--- config.mk ---
export PLATFORM = sky130hd
export DESIGN_NAME = gpio_port
export DESIGN_NICKNAME = d
export VERILOG_FILES = /design/src/rtl/gpio_pkg.sv /design/src/rtl/gpio_regs.sv /design/src/rtl/gpio_sync.sv /design/src/rtl/gpio_pad_ctl.sv /design/src/rtl/gpio_port.sv
export SDC_FILE = /design/constraint.sdc
export NUM_CORES = 1
export LEC_CHECK = 0
export BUFFER_PORTS_ARGS = -buffer_cell sky130_fd_sc_hd__buf_4
export CAP_MARGIN = 20
export CORE_ASPECT_RATIO = 0.7
export CORE_MARGIN = 2
export CORE_UTILIZATION = 48
export DETAILED_ROUTE_END_ITERATION = 7
export MAX_ROUTING_LAYER = met4
export PLACE_DENSITY = 0.87
export SYNTH_ARGS = -nofsm -noshare
export SYNTH_HDL_FRONTEND = slang
export SYNTH_SLANG_ARGS = --single-unit
--- constraint.sdc ---
create_clock -name clk -period 1.3 [get_ports clk]
set_clock_uncertainty 0.15 [all_clocks]
set_input_delay 0.13 -clock clk [delete_from_list [all_inputs] [get_ports clk]]
set_output_delay 0.13 -clock clk [all_outputs]
set_load 0.02 [all_outputs]
--- src/rtl/gpio_pkg.sv ---
package gpio_pkg;

    // Per-pin pad control bundle
    typedef struct packed {
        logic oe;
        logic dout;
        logic pu;
    } pin_drive_t;

    // Read source selector
    typedef enum logic [1:0] {
        RSEL_NONE,
        RSEL_DIR,
        RSEL_OUT,
        RSEL_PIN
    } rd_sel_e;

    // Pad control of one pin from its register bits
    function automatic pin_drive_t pin_drive(input logic dir_b,
                                             input logic out_b,
                                             input logic pu_kill);
        pin_drive_t d;
        d.oe   = dir_b;
        d.dout = dir_b & out_b;
        d.pu   = ~dir_b & out_b & ~pu_kill;
        return d;
    endfunction

    // Priority decode of the read strobes
    function automatic rd_sel_e rd_decode(input logic r_dir,
                                          input logic r_out,
                                          input logic r_pin);
        if (r_dir)      return RSEL_DIR;
        else if (r_out) return RSEL_OUT;
        else if (r_pin) return RSEL_PIN;
        else            return RSEL_NONE;
    endfunction

endpackage

--- src/rtl/gpio_regs.sv ---
module gpio_regs #(
    parameter int WIDTH = 8
) (
    input  logic             clk,
    input  logic             rst,
    input  logic             wr_dir,
    input  logic             wr_out,
    input  logic             wr_pin,
    input  logic [WIDTH-1:0] wdata,
    output logic [WIDTH-1:0] dir_q,
    output logic [WIDTH-1:0] out_q
);

    logic [WIDTH-1:0] out_next;

    // A direct write wins over a toggle in the same cycle
    always_comb begin
        if (wr_out)
            out_next = wdata;
        else if (wr_pin)
            out_next = out_q ^ wdata;
        else
            out_next = out_q;
    end

    always_ff @(posedge clk or posedge rst) begin
        if (rst) begin
            dir_q <= '0;
            out_q <= '0;
        end else begin
            if (wr_dir)
                dir_q <= wdata;
            out_q <= out_next;
        end
    end

endmodule

--- src/rtl/gpio_sync.sv ---
module gpio_sync #(
    parameter int WIDTH  = 8,
    parameter int STAGES = 2
) (
    input  logic             clk,
    input  logic             rst,
    input  logic             sleep,
    input  logic [WIDTH-1:0] pad_in,
    output logic [WIDTH-1:0] head,
    output logic [WIDTH-1:0] tail
);

    localparam int LAST = STAGES - 1;

    logic [STAGES-1:0][WIDTH-1:0] stg;

    always_ff @(posedge clk or posedge rst) begin
        if (rst) begin
            stg <= '0;
        end else begin
            stg[0] <= sleep ? '0 : pad_in;
            for (int i = 1; i < STAGES; i++)
                stg[i] <= stg[i-1];
        end
    end

    assign head = stg[0];
    assign tail = stg[LAST];

endmodule

--- src/rtl/gpio_pad_ctl.sv ---
module gpio_pad_ctl
    import gpio_pkg::*;
#(
    parameter int WIDTH = 8
) (
    input  logic             pullup_off,
    input  logic [WIDTH-1:0] dir_q,
    input  logic [WIDTH-1:0] out_q,
    output logic [WIDTH-1:0] pad_oe,
    output logic [WIDTH-1:0] pad_do,
    output logic [WIDTH-1:0] pad_pu
);

    for (genvar p = 0; p < WIDTH; p++) begin : g_pin
        pin_drive_t drv;
        assign drv       = pin_drive(dir_q[p], out_q[p], pullup_off);
        assign pad_oe[p] = drv.oe;
        assign pad_do[p] = drv.dout;
        assign pad_pu[p] = drv.pu;
    end

endmodule

--- src/rtl/gpio_port.sv ---
module gpio_port
    import gpio_pkg::*;
#(
    parameter int WIDTH       = 8,
    parameter int SYNC_STAGES = 2
) (
    input  logic             clk,
    input  logic             rst,
    input  logic             sleep,
    input  logic             pullup_off,
    input  logic             wr_dir,
    input  logic             wr_out,
    input  logic             wr_pin,
    input  logic [WIDTH-1:0] wdata,
    input  logic             rd_dir,
    input  logic             rd_out,
    input  logic             rd_pin,
    output logic [WIDTH-1:0] rdata,
    input  logic [WIDTH-1:0] pad_in,
    output logic [WIDTH-1:0] pad_oe,
    output logic [WIDTH-1:0] pad_do,
    output logic [WIDTH-1:0] pad_pu
);

    logic [WIDTH-1:0] dir_q;
    logic [WIDTH-1:0] out_q;
    logic [WIDTH-1:0] sync_head;
    logic [WIDTH-1:0] sync_tail;
    rd_sel_e          rd_sel;

    gpio_regs #(.WIDTH(WIDTH)) i_regs (
        .clk    (clk),
        .rst    (rst),
        .wr_dir (wr_dir),
        .wr_out (wr_out),
        .wr_pin (wr_pin),
        .wdata  (wdata),
        .dir_q  (dir_q),
        .out_q  (out_q)
    );

    gpio_sync #(.WIDTH(WIDTH), .STAGES(SYNC_STAGES)) i_sync (
        .clk    (clk),
        .rst    (rst),
        .sleep  (sleep),
        .pad_in (pad_in),
        .head   (sync_head),
        .tail   (sync_tail)
    );

    gpio_pad_ctl #(.WIDTH(WIDTH)) i_pad (
        .pullup_off (pullup_off),
        .dir_q      (dir_q),
        .out_q      (out_q),
        .pad_oe     (pad_oe),
        .pad_do     (pad_do),
        .pad_pu     (pad_pu)
    );

    assign rd_sel = rd_decode(rd_dir, rd_out, rd_pin);

    always_comb begin
        case (rd_sel)
            RSEL_DIR: rdata = dir_q;
            RSEL_OUT: rdata = out_q;
            RSEL_PIN: rdata = sync_tail;
            default:  rdata = '0;
        endcase
    end

endmodule

==> results of run 1 <==
## layout by cell type (no fill, tap or decap), drive strengths merged, types with 6 or more instances in the layout
master	Yosys	layout
buf	7	67
dfrtp	32	32
nor2b	20	20
dlygate4sd3	0	18
a21oi	16	16
inv	9	9
mux2	8	8
nand3b	8	8
and2	8	8
clkbuf	1	6
## worst max-delay path by stage
| stage | start | endpoint | slack, ns | cells after the start |
|---|---|---|---|---|
| detailed placement | i_regs.out_q[4] | i_regs.out_q[4] | 0.09 | 2 |
| global route | i_regs.out_q[0] | rdata[0] | -0.11 | 3 |
| floorplan | i_regs.dir_q[0] | pad_pu[0] | 0.03 | 1 |
| finish | i_regs.out_q[3] | rdata[3] | -0.08 | 3 |
| global placement | i_regs.out_q[5] | i_regs.out_q[5] | 0.17 | 2 |
| CTS | i_regs.out_q[3] | rdata[3] | -0.08 | 3 |
## cell type report
class / count / area [um^2]
Tap cell: 38 / 47.5
Clock inverter: 2 / 10.0
Multi-Input combinational cell: 92 / 759
Sequential cell: 32 / 810
Fill cell: 189 / 652
Inverter: 9 / 33.8
Clock buffer: 6 / 82.6
Timing Repair Buffer: 85 / 732
## worst register-to-register path, cell delays in order (launching register included)
cell	delay, ns
sky130_fd_sc_hd__dfrtp_1	0.42
sky130_fd_sc_hd__buf_4	0.15
sky130_fd_sc_hd__or3_1	0.36
sky130_fd_sc_hd__o211a_1	0.11
## cell usage after synthesis (4+ instances only)
| cell | count |
|---|---|
| sky130_fd_sc_hd__dfrtp_1 | 32 |
| sky130_fd_sc_hd__nor2b_1 | 20 |
| sky130_fd_sc_hd__a21oi_1 | 16 |
| sky130_fd_sc_hd__inv_1 | 9 |
| sky130_fd_sc_hd__and2_1 | 8 |
| sky130_fd_sc_hd__mux2_2 | 8 |
| sky130_fd_sc_hd__nand3b_1 | 8 |
| sky130_fd_sc_hd__a221oi_2 | 4 |
| sky130_fd_sc_hd__and4b_1 | 4 |
| sky130_fd_sc_hd__buf_2 | 4 |
| sky130_fd_sc_hd__nand4b_1 | 4 |
| sky130_fd_sc_hd__nor3_1 | 4 |
| sky130_fd_sc_hd__nor3b_1 | 4 |
| sky130_fd_sc_hd__o211a_1 | 4 |
| sky130_fd_sc_hd__or3_1 | 4 |
## state kept, by name, indices dropped and copies added (netlist names)
register,flops
i_sync.tail,8
i_regs.out_q,8
i_regs.dir_q,8
i_sync.head,8
## routing by layer
metal | global-route usage, % | part of all wire [%] | vias to the layer above
met3 | 4.84 | 6.2 | 5
met5 | - | 0 | -
met4 | 7.86 | 0.84 | 0
met1 | 31.7 | 44 | 696
met2 | 43.9 | 49 | 68
li1 | - | - | 664
## power by group through the flow
stage                     logic (mW)  registers [mW]  clock network, mW
after floorplan                0.334            1.18                  0
after global placement         0.612            1.16                  0
after detailed placement       0.626            1.17                  0
after CTS                      0.750            1.16              0.791
after global routing           0.847            1.18              0.846
final                          0.796            1.17              0.787
## repair_timing
item,CTS,global route
gates resized for setup,19,23
pin swaps,18,13
setup endpoints to repair,24,28
setup buffers,8,1
hold buffers,18,0
hold endpoints to repair,56,0
## per-stage QoR
step	utilization, %	area, um^2	hold WS, ns	cells	total power, mW
final	79.2	2470	0.0550	264	2.75
after global routing	79.2	2470	0.0614	264	2.88
after CTS	76.8	2400	0.0553	263	2.70
after detailed placement	64.4	2010	0.0926	229	1.80
after global placement	64.4	2010	0.0806	229	1.77
after floorplan	-	1580	0.0456	141	1.51
## cell families after synthesis
logic type      count (synthesis)  share of synthesized area [%]
flops                          32                           51.4
buf+inv                        17                           5.14
simple gates                   56                           24.8
mux                             8                           5.79
compound gates                 28                           12.9
==> summary.md, run 1 <==
| Metric | Value |
|---|---|
| Depth of the most critical reg-to-reg path | 3 |
| Violations in the final reports | negative setup slack |
| Die X-Extent | 72.1 um |
| # H-tree levels | 2 |
| Delay of the slowest critical-path stage | 0.44 ns |
| Vias | 1433 |
| Leftover overflow at the end of global routing | 0 |
| Portion of the post-synthesis area used by sequential elements | 51.4% |
| Total of endpoints with negative setup slack in the final report | 17 |
| Maximum clock frequency | 725 MHz |
| Worst path most repeated cell | sky130_fd_sc_hd__a21oi_2 |
| Share of post-route cells with drive strength above 1 | 53.1% |
| Critical path buffers and inverters | 1 |
| Global-route wire length before repair | 6970 um |
| Worst Min Path Start | wr_dir |
| Post-route setup slack | -0.0790 ns |
| Cell type of the slowest stage on the worst timing path | sky130_fd_sc_hd__dfrtp_2 |
| Power density over the cells | 1110 mW/mm^2 |
| Endpoint required time on the critical path | 1.02 ns |
| Number of DRC violations after detailed routing | 0 |
| Biggest area consumer among synthesized cells | sky130_fd_sc_hd__dfrtp_1 |
| Sink of the worst hold path | i_regs.dir_q[1] |
| Final RePlAce weighted congestion | 0.838 |
| Crit start category | flop |
| Count of state elements after synthesis | 32 |
| Worst skew pair latency | 0.28 ns |
| Total die area | 0.00372 mm^2 |
| Worst vdd ir | 0.000830 V |
| Synth Cell Area | 0.00156 mm^2 |
| Number of port buffers | 57 |
| WL/cell | 16.3 um |
| Post-placement setup slack | 0.0886 ns |
| Post-Syn Instances | 141 |
| Overall routing resource usage | 25.8% |
| Number of inserted diodes | 0 |
| Violation count after the first detailed-route iteration | 104 |
| Setup repair after global routing missed its margin | true |
| Worst Hold Depth | 2 |
| Internal power | 1.93 mW |
| First drt pass iteration count | 4 |
| Number of hold violations in the final report | 0 |
| Clock buffer depth | 2 |
| Via count of the first global-routing pass | 1440 |
| Area growth from synthesis to final layout | 59.0% |
| CTS root buffer | sky130_fd_sc_hd__clkbuf_8 |
| Synth Flop Type | sky130_fd_sc_hd__dfrtp_1 |
| Kind of cell adding the most delay to the critical path | flip-flops |
| Switching share of power | 30.0% |
| Proportion of synthesized flip-flops having asynchronous set or reset | 100% |
| Standard cell core area | 0.00313 mm^2 |
| Setup slack of the worst register-to-register path | 0 ns |
| Starting density of the core | 49.8% |
| # nets final | 251 |
| Clock network fraction of design power | 28.6% |
| Data arrival time of the critical path | 1.10 ns |
| Net switching power figure | 825 uW |
| Outcome | finished with violations |
| Endpoint of the most critical register-to-register path | i_regs.out_q[6] |
| Total of max-cap violations | 0 |
| Number of CTS-inserted buffers | 5 |
| Setup TNS | -0.688 ns |
| Post-Synthesis Net Count | 167 |
| Slew Viols, Final | 0 |
| Warnings, synthesis | 0 |
| Worst hold-check path type | primary input to flop |
| Number of top-level pins | 58 |
| Share of Yosys cell area claimed by the top area cell type | 51.4% |
| CTS Sinks | 32 |
| Overall routed net length | 4290 um |
| Post-layout min period | 1.38 ns |
| Final Cycle Share | 106% |
| CTS tree | yes |
| Die height | 51.6 um |
| Per-instance average area after synthesis | 11.0 um^2 |
| Vias per std cell | 5.43 |
| Antenna violation net count after detailed routing | 0 |
| EDFF count, synth | 0 |
| Transition at the pin with the smallest max-transition slack | 0.413 ns |
| Critical path, cell by cell | a21oi_2 -> a21oi_2 -> buf_4 |
| Sequential group share of total power | 42.5% |
| Pin count of the biggest net entering global routing | 33 |
| Logic pwr share | 28.9% |
| Initial antenna violation count | 0 |
| Crit. End Element | output pin |
| Worst-path fanout max | 4 |
| Cell Rows | 17 |
| Reg2reg start | i_regs.out_q[6] |
| Leakage | 1.15 nW |
| Detailed placer's ending HPWL | 2690 um |
| Class of the most critical setup path | flop to output pin |
| Worst-path clk slew | 0.07 ns |
| Unique cell type count in the Yosys netlist | 21 |
| Slew HR | 72.5% |
| Most area-consuming cells after synthesis | sky130_fd_sc_hd__dfrtp_1, sky130_fd_sc_hd__nor2b_1, sky130_fd_sc_hd__mux2_2 |
(Power assumes the default switching activity.)
==> inputs of run 2 (changes only) <==
- ABC_AREA: default -> 1
- CORE_UTILIZATION: 48 -> 47
==> summary.md, run 2 <==
| Metric | Value |
|---|---|
| Outcome | finished with violations |
| Violations in the final reports | negative setup slack |
| Total of endpoints with negative setup slack in the final report | 19 |
| Met3 Track Usage GR | 8.43% |
| Warnings, synthesis | 0 |
| Per-instance average area after synthesis | 8.32 um^2 |
| Portion of the post-synthesis area used by sequential elements | 55.7% |
| Post-Syn Instances | 173 |
| Slew Viols, Final | 0 |
| Total die area | 0.00353 mm^2 |
| Initial antenna violation count | 0 |
| Total of max-cap violations | 0 |
| Final Cycle Share | 109% |
| Final design instance area without fill | 0.00240 mm^2 |
| GR Util met2 | 39.5% |
| CTS root buffer | sky130_fd_sc_hd__clkbuf_8 |
| Share of Yosys cell area claimed by the top area cell type | 55.7% |
| Standard cell core area | 0.00286 mm^2 |
| Number of inserted diodes | 0 |
| Sink of the worst hold path | i_regs.dir_q[6] |
| Placed standard-cell area | 0.00190 mm^2 |
| Number of top-level pins | 58 |
| Data arrival time of the critical path | 1.14 ns |
| Biggest area consumer among synthesized cells | sky130_fd_sc_hd__dfrtp_1 |
| CTS tree | yes |
| Global-route wire length before repair | 6060 um |
| Post-layout min period | 1.42 ns |
| Antenna violation net count after detailed routing | 0 |
| Area growth from synthesis to final layout | 67.1% |
| Share of post-route cells with drive strength above 1 | 42.2% |
| Final RePlAce weighted congestion | 0.931 |
| Proportion of synthesized flip-flops having asynchronous set or reset | 100% |
| Number of port buffers | 57 |
| Reg2reg start | i_regs.dir_q[2] |
| Crit start category | flop |
| Transition at the pin with the smallest max-transition slack | 0.386 ns |
| Filler cell count | 152 |
| Worst Min Path Start | wr_dir |
| Starting density of the core | 50.3% |
| Overall routing resource usage | 24.1% |
| Class of the most critical setup path | flop to output pin |
| Most used routing layer in global routing | met2 |
| Via count of the first global-routing pass | 1328 |
| Post-placement setup slack | 0.0475 ns |
| # nets final | 288 |
| Number of CTS-inserted buffers | 5 |
| Depth of the most critical reg-to-reg path | 4 |
| Most instantiated library cell after synthesis | sky130_fd_sc_hd__nand2_1 |
| WL/cell | 14.7 um |
| Synth Cell Area | 0.00144 mm^2 |
| Overall routed net length | 4390 um |
| Violation count after the first detailed-route iteration | 139 |
| Endpoint required time on the critical path | 1.02 ns |
| Cell count after placement | 263 |
| EDFF count, synth | 0 |
| Detailed placer's ending HPWL | 2300 um |
| Post-Synthesis Net Count | 199 |
| Number of non-filler instances in the completed layout | 299 |
| Leftover overflow at the end of global routing | 0 |
| Vias | 1494 |
| Most common cell after layout, fill and taps aside | sky130_fd_sc_hd__buf_4 |
| Leakage | 1.33 nW |
| Maximum clock frequency | 704 MHz |
| Setup slack of the worst register-to-register path | 0.18 ns |
| Power density over the cells | 1160 mW/mm^2 |
| Count of state elements after synthesis | 32 |
| First drt pass iteration count | 7 |
| Setup repair after global routing missed its margin | true |
| Worst vdd ir | 0.000831 V |
| Global routing usage on met1 | 27.5% |
| Worst skew pair latency | 0.29 ns |
| Die height | 50.3 um |
| Worst-path fanout max | 4 |
| Slew HR | 74.3% |
| Pin count of the biggest net entering global routing | 33 |
| CTS Sinks | 32 |
| Number of hold violations in the final report | 0 |
| Smallest hold slack | 0.00465 ns |
| Vias per std cell | 5.00 |
| Cell Rows | 16 |
| Die X-Extent | 70.1 um |
| Most area-consuming cells after synthesis | sky130_fd_sc_hd__dfrtp_1, sky130_fd_sc_hd__nand2_1, sky130_fd_sc_hd__inv_1 |
| Number of DRC violations after detailed routing | 0 |
| Synth cell count leaders | sky130_fd_sc_hd__nand2_1, sky130_fd_sc_hd__dfrtp_1, sky130_fd_sc_hd__inv_1 |
| Synth Flop Type | sky130_fd_sc_hd__dfrtp_1 |
| Setup TNS | -0.932 ns |
| Worst-path clk slew | 0.07 ns |
| Clock buffer depth | 2 |
| Post-route setup slack | -0.120 ns |
| Worst hold-check path type | primary input to flop |
| Crit. End Element | output pin |
| Commonest cells after routing, fill and taps aside | sky130_fd_sc_hd__buf_4, sky130_fd_sc_hd__nand2_1, sky130_fd_sc_hd__dfrtp_1 |
| Worst Hold Depth | 2 |
| Endpoint of the most critical register-to-register path | i_regs.dir_q[2] |
| Unique cell type count in the Yosys netlist | 13 |
| # H-tree levels | 2 |
[run 2: cell count changes after synthesis, sizes merged, moves of 16 or more]
cell   previous run  this run
a21oi            16         0
inv               9        28
nand2             0        58
nand3             0        16
nor2              0        19
nor2b            20         0
[run 2: timing repair]
action	4_1_cts	5_1_grt
setup buffers	2	8
pin swaps	9	13
resized for setup	12	35
hold endpoints to repair	56	0
hold buffers	18	0
endpoints found under the setup margin	15	20
[run 2: through the flow]
stage                     power, mW  utilization, %
after floorplan                1.50               -
after global placement         1.77            66.2
after detailed placement       1.79            66.2
after CTS                      2.63            78.1
after global routing           2.90            84.0
final                          2.78            84.0
[run 2: critical path, stage by stage (launching register included)]
cell and delay [ns]:
sky130_fd_sc_hd__dfrtp_1 0.41, sky130_fd_sc_hd__buf_4 0.15, sky130_fd_sc_hd__nand2_1 0.07, sky130_fd_sc_hd__nand3_2 0.09, sky130_fd_sc_hd__buf_6 0.14
[run 2: kinds of logic (layout without fill, tap and decap cells)]
kind of cell              after synthesis  after routing  synth area share (%)
and+or+nand+nor                        93             93                  27.7
DFF                                    32             32                  55.7
buffers and inverters                  32            122                  8.96
AOI/OAI and AO/OA                       8              8                  2.78
xor gates and xnor gates                8              8                  4.87
[run 2: cell type report]
cell class	instances	area [um^2]	area share, %
multi-input cells	109	612	25.4
clock inverters	2	10.0	0.416
clock buffers	6	82.6	3.43
flip-flops and latches	32	803	33.4
repair buffers	86	747	31.1
inverters	28	105	4.37
well taps	36	45.0	1.87
[run 2: worst max path at each step]
stage,start,to,slack (ns),cells past startpoint
detailed placement,rd_out,rdata[3],0.05,7
finish,i_regs.dir_q[4],rdata[4],-0.12,4
global placement,rd_out,rdata[3],0.08,7
global route,i_regs.dir_q[4],rdata[4],-0.16,4
CTS,i_regs.dir_q[5],pad_pu[5],-0.05,4
floorplan,i_regs.dir_q[4],pad_pu[4],0.15,3
[run 2: routing by layer]
layer	vias to the layer above	wire length, um
met3	18	351
met2	100	2190
met1	682	1700
met4	0	146
li1	694	-
met5	-	0
[run 2: where the power goes]
part	internal (mW)	leakage [nW]	total, mW	switching, mW
Combinational	0.379	0.881	0.798	0.418
Sequential	1.09	0.397	1.19	0.104
Clock	0.422	0.0510	0.789	0.367
==> inputs of run 3 (changes only) <==
- MAX_ROUTING_LAYER: met4 -> default
==> summary.md, run 3 (synthesized netlist as in run 2, its figures left out) <==
| Metric | Value |
|---|---|
| Outcome | finished with violations |
| Violations in the final reports | negative setup slack |
| CTS tree | yes |
| Net switching power figure | 893 uW |
| Setup TNS | -0.962 ns |
| Slew Viols, Final | 0 |
| Worst skew pair latency | 0.28 ns |
| Worst hold-check path type | primary input to flop |
| Worst-path clk slew | 0.07 ns |
| Filler cell count | 152 |
| Endpoint of the most critical register-to-register path | i_regs.dir_q[2] |
| Via count of the first global-routing pass | 1328 |
| Worst Min Path Start | wr_dir |
| Sink of the worst hold path | i_regs.dir_q[3] |
| Power density over the cells | 1160 mW/mm^2 |
| Share of post-route cells with drive strength above 1 | 42.2% |
| CTS Sinks | 32 |
| Vias | 1503 |
| Worst-path fanout max | 4 |
| Number of inserted diodes | 0 |
| Area growth from synthesis to final layout | 67.1% |
| CTS root buffer | sky130_fd_sc_hd__clkbuf_8 |
| Standard cell core area | 0.00286 mm^2 |
| Worst Hold Depth | 2 |
| Detailed placer's ending HPWL | 2300 um |
| Setup slack of the worst register-to-register path | 0.17 ns |
| Die height | 50.3 um |
| Post-route setup slack | -0.118 ns |
| Internal power | 1.89 mW |
| Delay of the slowest critical-path stage | 0.41 ns |
| Leftover overflow at the end of global routing | 0 |
| Antenna violation net count after detailed routing | 0 |
| Slew HR | 74.0% |
| Post-layout min period | 1.42 ns |
| Total die area | 0.00353 mm^2 |
| Total of endpoints with negative setup slack in the final report | 18 |
| First drt pass iteration count | 4 |
| Commonest cells after routing, fill and taps aside | sky130_fd_sc_hd__buf_4, sky130_fd_sc_hd__nand2_1, sky130_fd_sc_hd__dfrtp_1 |
| Cell count after placement | 263 |
| Cell Rows | 16 |
| Number of CTS-inserted buffers | 5 |
| Overall routing resource usage | 23.4% |
| Clock network fraction of design power | 28.4% |
| Depth of the most critical reg-to-reg path | 4 |
| Kind of cell adding the most delay to the critical path | flip-flops |
| Sequential group share of total power | 42.8% |
| Die X-Extent | 70.1 um |
| Smallest hold slack | 0.0104 ns |
| Crit start category | flop |
| Utilization of the core after routing | 84.0% |
| Final RePlAce weighted congestion | 0.915 |
| Number of top-level pins | 58 |
| Post-placement setup slack | 0.0475 ns |
| Data arrival time of the critical path | 1.14 ns |
| Logic pwr share | 28.8% |
| Initial antenna violation count | 0 |
| Leakage | 1.33 nW |
| Worst vdd ir | 0.000831 V |
| Global-route wire length before repair | 6050 um |
| Pin count of the biggest net entering global routing | 33 |
| Starting density of the core | 50.3% |
| Vias per std cell | 5.03 |
| Critical path buffers and inverters | 2 |
| Reg2reg start | i_regs.dir_q[2] |
| Maximum clock frequency | 705 MHz |
| Number of hold violations in the final report | 0 |
| Critical path, cell by cell | buf_4 -> nand2_1 -> nand3_2 -> buf_6 |
| Total of max-cap violations | 0 |
| Setup repair after global routing missed its margin | true |
| Number of non-filler instances in the completed layout | 299 |
| Clock buffer depth | 2 |
| # nets final | 288 |
| Switching share of power | 32.1% |
| Overall routed net length | 4450 um |
| Cell type of the slowest stage on the worst timing path | sky130_fd_sc_hd__dfrtp_1 |
| Class of the most critical setup path | flop to output pin |
| Crit. End Element | output pin |
| Violation count after the first detailed-route iteration | 128 |
| Endpoint required time on the critical path | 1.02 ns |
| Final Cycle Share | 109% |
| WL/cell | 14.9 um |
| Number of DRC violations after detailed routing | 0 |
| Transition at the pin with the smallest max-transition slack | 0.389 ns |
| Number of port buffers | 57 |
| Most common cell after layout, fill and taps aside | sky130_fd_sc_hd__buf_4 |
| # H-tree levels | 2 |
## run 3: worst max-delay path by stage
stage / cells past startpoint / to / slack (ns) / start
2_1_floorplan: 3 / pad_pu[4] / 0.15 / i_regs.dir_q[4]
3_3_place_gp: 7 / rdata[3] / 0.08 / rd_out
3_5_place_dp: 7 / rdata[3] / 0.05 / rd_out
4_1_cts: 4 / pad_pu[5] / -0.05 / i_regs.dir_q[5]
5_1_grt: 4 / rdata[4] / -0.16 / i_regs.dir_q[4]
6_report: 4 / rdata[4] / -0.12 / i_regs.dir_q[4]
## run 3: worst register-to-register path, delay by kind of cell (launching register included)
family,cells,cell delay (ns)
compound gates,1,0.16
buf+inv,3,0.31
flops,1,0.42
## run 3: what timing repair did
item	4_1_cts	5_1_grt
setup endpoints to repair	15	20
pin swaps	9	13
resized for setup	12	35
endpoints found under the hold margin	56	0
buffers inserted	2	8
hold buffers	18	0
## run 3: power groups by stage
stage / sequential (mW) / clock [mW] / combinational (mW)
floorplan: 1.19 / 0 / 0.316
global placement: 1.18 / 0 / 0.591
global route: 1.20 / 0.843 / 0.853
detailed placement: 1.18 / 0 / 0.603
finish: 1.19 / 0.790 / 0.800
CTS: 1.17 / 0.783 / 0.685
## run 3: final cells by class
cell class / instances / area, um^2 / share of cell area (%)
clock buffers: 6 / 82.6 / 3.43
clock inverters: 2 / 10.0 / 0.416
flip-flops and latches: 32 / 803 / 33.4
well taps: 36 / 45.0 / 1.87
repair buffers: 86 / 747 / 31.1
multi-input cells: 109 / 612 / 25.4
inverters: 28 / 105 / 4.37
## run 3: metrics by stage
stage	instance area [um^2]	total power, mW
floorplan	1440	1.50
global placement	1900	1.77
detailed placement	1900	1.79
CTS	2240	2.63
global route	2400	2.90
finish	2400	2.78
## run 3: per-layer routing
layer	wire, um	global-route usage, %
met2	2230	39.5
met3	378	8.43
met5	0	0
met4	158	9.62
met1	1680	27.5
